`config.mk`:
```
export PLATFORM = sky130hd
export DESIGN_NAME = buck_prot_seq
export DESIGN_NICKNAME = d
export VERILOG_FILES = /design/src/rtl/buck_prot_pkg.sv /design/src/rtl/bps_ovl_counter.sv /design/src/rtl/bps_hiccup_timer.sv /design/src/rtl/bps_phase_fsm.sv /design/src/rtl/bps_gate_deadtime.sv /design/src/rtl/buck_prot_seq.sv
export SDC_FILE = /design/constraint.sdc
export NUM_CORES = 1
export LEC_CHECK = 0
export ABC_AREA = 1
export CAP_MARGIN = 25
export CORE_ASPECT_RATIO = 0.7
export CORE_UTILIZATION = 41
export DETAILED_ROUTE_END_ITERATION = 16
export PLACE_DENSITY = 0.65
export SLEW_MARGIN = 5
export SYNTH_ARGS = -nofsm -noshare
export SYNTH_HDL_FRONTEND = slang
export SYNTH_SLANG_ARGS = --single-unit
```
`constraint.sdc`:
```
create_clock -name clk -period 1.6 [get_ports clk]
set_input_delay 0.24 -clock clk [delete_from_list [all_inputs] [get_ports clk]]
set_output_delay 0.24 -clock clk [all_outputs]
set_load 0.03 [all_outputs]
```
`src/rtl/buck_prot_pkg.sv`:
```
package buck_prot_pkg;

    // Switching phase of the sequencer
    typedef enum logic [2:0] {
        PH_IDLE,     // both off, waiting for a cycle start
        PH_HIGH,     // high-side on-time
        PH_LOW,      // low-side freewheel (also valley-skip hold)
        PH_LOWOFF,   // low side cut off until the next cycle start
        PH_HICCUP    // overload off interval
    } phase_e;

    // Switch the phase asks the gate stage for
    typedef enum logic [1:0] {
        SW_NONE,
        SW_HIGH,
        SW_LOW
    } sw_req_e;

    // Comparator flags bundled as one sample
    typedef struct packed {
        logic valley_ok;
        logic peak_trip;
        logic neg_trip;
        logic zero_cross;
    } sense_t;

    function automatic sw_req_e phase_to_req(phase_e p);
        sw_req_e r;
        case (p)
            PH_HIGH: r = SW_HIGH;
            PH_LOW:  r = SW_LOW;
            default: r = SW_NONE;
        endcase
        return r;
    endfunction

    // Low-side cutoff condition selected by the operating mode
    function automatic logic low_cut(logic fpwm, sense_t s);
        return fpwm ? s.neg_trip : s.zero_cross;
    endfunction

endpackage

```
`src/rtl/bps_ovl_counter.sv`:
```
module bps_ovl_counter #(
    parameter int OVL_LIMIT = 64
) (
    input  logic clk,
    input  logic rst,
    input  logic eval,       // qualified cycle start
    input  logic valley_ok,
    output logic trip
);
    localparam int CW = $clog2(OVL_LIMIT + 1);

    logic [CW-1:0] cnt_q;
    logic [1:0]    clean_q;

    assign trip = eval && !valley_ok && (cnt_q == CW'(OVL_LIMIT - 1));

    always_ff @(posedge clk) begin
        if (rst) begin
            cnt_q   <= '0;
            clean_q <= '0;
        end else if (eval) begin
            if (!valley_ok) begin
                clean_q <= '0;
                cnt_q   <= trip ? '0 : cnt_q + 1'b1;
            end else begin
                if (clean_q != 2'd0) cnt_q <= '0;
                if (clean_q != 2'd2) clean_q <= clean_q + 1'b1;
            end
        end
    end

    assert_cnt_bound_R8: assert property (@(posedge clk) disable iff (rst)
        cnt_q < CW'(OVL_LIMIT));

    assert_single_clean_R8: assert property (@(posedge clk) disable iff (rst)
        (eval && valley_ok && clean_q == 2'd0) |=> (cnt_q == $past(cnt_q)));

endmodule

```
`src/rtl/bps_hiccup_timer.sv`:
```
module bps_hiccup_timer #(
    parameter int HICCUP_TICKS = 1_100_000
) (
    input  logic clk,
    input  logic rst,
    input  logic start,
    output logic active,
    output logic last
);
    localparam int TW = $clog2(HICCUP_TICKS + 1);

    logic [TW-1:0] rem_q;
    logic          act_q;

    assign active = act_q;
    assign last   = act_q && (rem_q == '0);

    always_ff @(posedge clk) begin
        if (rst) begin
            act_q <= 1'b0;
            rem_q <= '0;
        end else if (start) begin
            act_q <= 1'b1;
            rem_q <= TW'(HICCUP_TICKS - 1);
        end else if (act_q) begin
            if (rem_q == '0) act_q <= 1'b0;
            else             rem_q <= rem_q - 1'b1;
        end
    end

    assert_hold_R9: assert property (@(posedge clk) disable iff (rst)
        (act_q && rem_q != '0) |=> act_q);

endmodule

```
`src/rtl/bps_phase_fsm.sv`:
```
module bps_phase_fsm
    import buck_prot_pkg::*;
(
    input  logic    clk,
    input  logic    rst,
    input  logic    cyc_start,
    input  logic    on_req,
    input  logic    mode_fpwm,
    input  sense_t  sense,
    input  logic    ovl_trip,
    input  logic    hic_last,
    output logic    eval,
    output sw_req_e req
);
    phase_e ph_q, ph_d;

    // cycle starts are only judged outside the hiccup interval
    assign eval = cyc_start && (ph_q != PH_HICCUP);

    always_comb begin
        ph_d = ph_q;
        if (ph_q == PH_HICCUP) begin
            if (hic_last) ph_d = PH_IDLE;
        end else if (cyc_start) begin
            if (ovl_trip)                           ph_d = PH_HICCUP;
            else if (!sense.valley_ok)              ph_d = PH_LOW;
            else if (on_req && !sense.peak_trip)    ph_d = PH_HIGH;
            else                                    ph_d = PH_LOW;
        end else begin
            case (ph_q)
                PH_HIGH: if (sense.peak_trip || !on_req) ph_d = PH_LOW;
                PH_LOW:  if (sense.valley_ok && low_cut(mode_fpwm, sense)) ph_d = PH_LOWOFF;
                default: ph_d = ph_q;
            endcase
        end
    end

    assign req = phase_to_req(ph_d);

    always_ff @(posedge clk) begin
        if (rst) ph_q <= PH_IDLE;
        else     ph_q <= ph_d;
    end

    assert_lowoff_hold_R5: assert property (@(posedge clk) disable iff (rst)
        (ph_q == PH_LOWOFF && !cyc_start) |=> (ph_q == PH_LOWOFF));

    assert_hiccup_entry_R8: assert property (@(posedge clk) disable iff (rst)
        (ph_q != PH_HICCUP && ph_d == PH_HICCUP) |-> (cyc_start && !sense.valley_ok));

endmodule

```
`src/rtl/bps_gate_deadtime.sv`:
```
module bps_gate_deadtime
    import buck_prot_pkg::*;
#(
    parameter int DEAD_TICKS = 4
) (
    input  logic    clk,
    input  logic    rst,
    input  sw_req_e req,
    output logic    hs_en,
    output logic    ls_en
);
    localparam int GW = $clog2(DEAD_TICKS + 1);

    logic          hs_q, ls_q;
    logic [GW-1:0] gap_q;

    always_ff @(posedge clk) begin
        if (rst) begin
            hs_q  <= 1'b0;
            ls_q  <= 1'b0;
            gap_q <= GW'(DEAD_TICKS);
        end else if (hs_q && req != SW_HIGH) begin
            hs_q  <= 1'b0;
            gap_q <= GW'(1);
        end else if (ls_q && req != SW_LOW) begin
            ls_q  <= 1'b0;
            gap_q <= GW'(1);
        end else if (!hs_q && !ls_q) begin
            if (req != SW_NONE && gap_q >= GW'(DEAD_TICKS)) begin
                hs_q <= (req == SW_HIGH);
                ls_q <= (req == SW_LOW);
            end else if (gap_q < GW'(DEAD_TICKS)) begin
                gap_q <= gap_q + 1'b1;
            end
        end
    end

    assign hs_en = hs_q;
    assign ls_en = ls_q;

    assert_excl_R7: assert property (@(posedge clk) disable iff (rst)
        !(hs_q && ls_q));

    assert_ls_gap_R7: assert property (@(posedge clk) disable iff (rst)
        $rose(ls_q) |-> $past(!hs_q));

    assert_hs_gap_R7: assert property (@(posedge clk) disable iff (rst)
        $rose(hs_q) |-> $past(!ls_q));

endmodule

```
`src/rtl/buck_prot_seq.sv`:
```
module buck_prot_seq
    import buck_prot_pkg::*;
#(
    parameter int DEAD_TICKS   = 4,
    parameter int OVL_LIMIT    = 64,
    parameter int HICCUP_TICKS = 1_100_000
) (
    input  logic clk,
    input  logic rst,
    input  logic cyc_start,
    input  logic on_req,
    input  logic mode_fpwm,
    input  logic valley_ok,
    input  logic peak_trip,
    input  logic neg_trip,
    input  logic zero_cross,
    output logic hs_en,
    output logic ls_en,
    output logic hiccup_active
);
    sense_t  sense;
    sw_req_e req;
    logic    eval, ovl_trip, hic_last;

    assign sense = '{valley_ok: valley_ok, peak_trip: peak_trip,
                     neg_trip: neg_trip, zero_cross: zero_cross};

    bps_phase_fsm u_fsm (
        .clk       (clk),
        .rst       (rst),
        .cyc_start (cyc_start),
        .on_req    (on_req),
        .mode_fpwm (mode_fpwm),
        .sense     (sense),
        .ovl_trip  (ovl_trip),
        .hic_last  (hic_last),
        .eval      (eval),
        .req       (req)
    );

    bps_ovl_counter #(.OVL_LIMIT(OVL_LIMIT)) u_cnt (
        .clk       (clk),
        .rst       (rst),
        .eval      (eval),
        .valley_ok (valley_ok),
        .trip      (ovl_trip)
    );

    bps_hiccup_timer #(.HICCUP_TICKS(HICCUP_TICKS)) u_hic (
        .clk    (clk),
        .rst    (rst),
        .start  (ovl_trip),
        .active (hiccup_active),
        .last   (hic_last)
    );

    bps_gate_deadtime #(.DEAD_TICKS(DEAD_TICKS)) u_gate (
        .clk   (clk),
        .rst   (rst),
        .req   (req),
        .hs_en (hs_en),
        .ls_en (ls_en)
    );

    assert_peak_cut_R4: assert property (@(posedge clk) disable iff (rst)
        peak_trip |=> !hs_en);

    assert_valley_skip_R3: assert property (@(posedge clk) disable iff (rst)
        (cyc_start && !valley_ok) |=> !hs_en);

    assert_hiccup_off_R9: assert property (@(posedge clk) disable iff (rst)
        hiccup_active |-> (!hs_en && !ls_en));

endmodule

```
==> flow_summary.ini <==
[global_route]
grt_max_degree = 13
gr-total-overflow = 0
grt.total_usage = 0.2252
grt_pass1_wl_um = 10610
grt_pass1_vias = 2342
antenna_found_initial = 0

[power_and_ir_drop]
power_frac_clock = 0.358
p_total_mw = 2.138
p_leak_nw = 1.705
internal-power_mw = 1.543
switchingPower_uw = 595.0
pwr-share-seq = 0.483
sw_frac_of_total = 0.2783
p_per_area_mw_per_mm2 = 578.9
irDropWorstVdd_uv = 608.2
combPwrFrac = 0.159

[cts]
cts_tree = yes
cts.clk_slew.worst_paths_ns = 0.08
htreeDepth = 2
cts_buffer_depth = 2
clock-root-buffer = clkbuf_8
cts_sinks = 39
cts_buffers = 5
clk_latency_ns = 0.30

[yosys]
ys_ff_latch = 39
ys_seq_area_frac = 0.3302
yosys_warnings = 0
syn-instance-count = 336
avgSynthCellArea_um2 = 7.038
synth_nets = 351
synth_cell_types = 40
synthesis.area_mm2 = 0.002365

[floorplanning]
io_pins = 12
dieArea_mm2 = 0.006080
start_util = 0.4383
die_w_um = 92.77
rows = 22
coreArea_mm2 = 0.005395
die_h_um = 65.54

[sta]
max_slew_margin = 0.7184
max_freq_mhz = 582.7
fin_crit_sh = 1.073
setup_ws_ns = -0.1163
skew_ns = 0.01049
min_period_ns = 1.716
tightest_slew_ns = 0.4186
finalHoldViolations = 0
holdWs_ns = 0.4820
finalSetupViolations = 15
rsz0062_at_grt = true
final_max_slew_viol_count = 0

[finish]
n_fill_cell = 452
diodes = 0
layout.cells.most_common = buf_4
drive_gt1_frac = 0.4714
nets = 451
final_cell_area_mm2 = 0.003694
area_growth_pct = 56.19
final_cell_mix = 75 x buf_4, 56 x nand2_1, 38 x inv_1
fin_cells = 509

[min_path]
hold_depth = 2
hp-class = flip-flop to flip-flop
hp-start = u_hic.rem_q[18]
timing.hold.worst_endpoint = u_hic.rem_q[18]

[route]
wire_per_inst_um = 13.27
detail-route-antenna-nets = 0
vias_per_cell = 4.859
drt_iter0_markers = 104
firstDrtPassIters = 4
remaining_drc_errors = 0
routed_wl_um = 6752
vias = 2473

[worst_setup_path]
path_common_cell = nand2_1
critPathRequiredTime_ns = 1.80
r2r-start = u_cnt.cnt_q[1]
crit_path_max_incr_delay_ns = 0.36
slowest_stage = dfxtp_2
criticalPathCategory = flip-flop to flip-flop
r2r_end = u_gate.ls_en
end_kind = flip-flop
path_cells = ha_4 -> nand2_4 -> nor2_4 -> nand2_4 -> o21bai_1 -> nand2_1 -> nand2_2 -> nand3_2 -> nand2_2 -> nand2_1 -> nand2_1 -> nand3_1 -> nand2_1 -> nor2_1
cp.arrival_ns = 1.92
crit_path_start_kind = flip-flop
r2r.worst_path.cells = 14
path_max_fanout = 4
reg2reg_slack_ns = -0.12

[placed_design]
gp_congestion = 0.8542
place_ws_ns = -0.2869
place_inst = 476
hpwl_um = 4546
io_buffer_count = 11
placed_cell_area_mm2 = 0.003023

[status]
status = complete, but fails checks
violations = setup timing

[job]
max-cap-violations = 0
metal layers:
layer / share of wire / vias up / wire, um / GRT usage
li1: - / 1292 / - / -
met1: 0.49 / 1134 / 3323 / 0.3121
met2: 0.45 / 40 / 3060 / 0.3447
met4: 0.012 / 0 / 80 / 0.08077
met3: 0.043 / 7 / 287 / 0.04745
met5: 0 / - / 0 / 0
repair_timing:
action	in CTS	in global routing
setup buffers	11	15
pin swaps	17	43
hold buffers	0	0
setup endpoints to repair	15	31
resized for setup	33	75
sequential cells by signal (all words and copies together) (netlist names):
register	flops
u_cnt.clean_q	2
u_cnt.cnt_q	7
u_fsm.ph_q	3
u_gate.gap_q	3
u_gate.hs_en	1
u_gate.ls_en	1
u_hic.active	1
u_hic.rem_q	21
worst max-delay path, delay by kind of cell (launching register included):
kind | cells | cell delay, ns
adder cells (fa/ha/maj) | 1 | 0.15
AND/OR/NAND/NOR | 12 | 0.96
AO/OA/AOI/OAI | 1 | 0.14
flip-flops | 1 | 0.36
power by group through the flow:
stage | sequential, mW | combinational [mW] | clock (mW)
final | 1.03 | 0.340 | 0.765
after global routing | 1.04 | 0.379 | 0.821
after CTS | 1.04 | 0.308 | 0.780
after detailed placement | 1.06 | 0.303 | 0
after global placement | 1.06 | 0.297 | 0
after floorplan | 1.07 | 0.174 | 0
cells by family after synthesis:
group / synth area share
AND/OR/NAND/NOR: 0.3979
flip-flops: 0.3302
buffers and inverters: 0.09683
AO/OA/AOI/OAI: 0.1175
adder cells (fa/ha/maj): 0.03175
XOR/XNOR: 0.02593
cell usage after synthesis, drive strengths merged:
cell type  instances  area, um^2
a21oi             22       113.9
a221oi             2       17.52
a31oi              1       6.260
a41oi              1       8.760
and3               1       6.260
buf                1       11.26
clkbuf             2       7.510
clkinv             2       7.510
dfxtp             39       780.8
ha                 6       75.07
inv               52       202.7
nand2             76       354.1
nand3             28       167.7
nand4              9       71.32
nor2              54       276.5
nor3               4       20.02
nor3b              1       7.510
nor4               2       12.51
o211ai             1       7.510
o21ai             15       75.07
o21bai             1       7.510
o221ai             3       26.28
o31ai              2       15.01
or2                4       25.03
xnor2              1       8.760
xor2               6       52.55
cell type report:
cell class	instances	area, um^2	area share
Timing Repair Buffer	96	799.5	0.2165
Inverter	54	227.7	0.06165
Tap cell	72	90.09	0.02439
Clock inverter	1	7.507	0.002033
Multi-Input combinational cell	240	1663	0.4502
Clock buffer	7	96.34	0.02608
Sequential cell	39	809.5	0.2192
metrics by stage:
step	utilization	TNS (ns)
floorplan	-	0
global placement	0.5603	-2.084
detailed placement	0.5603	-2.931
CTS	0.6106	-0.1158
global route	0.6846	-2.615
finish	0.6846	-0.7596
worst max path at each step:
stage | from | to | slack [ns]
floorplan | u_cnt.cnt_q[1] | u_gate.ls_en | 0.005
global placement | valley_ok | u_gate.ls_en | -0.22
detailed placement | valley_ok | u_gate.ls_en | -0.29
CTS | u_cnt.cnt_q[1] | u_gate.ls_en | -0.08
global route | u_cnt.cnt_q[1] | u_gate.ls_en | -0.24
finish | u_cnt.cnt_q[1] | u_gate.ls_en | -0.12
Note: power is estimated with default switching activity, not from simulation.
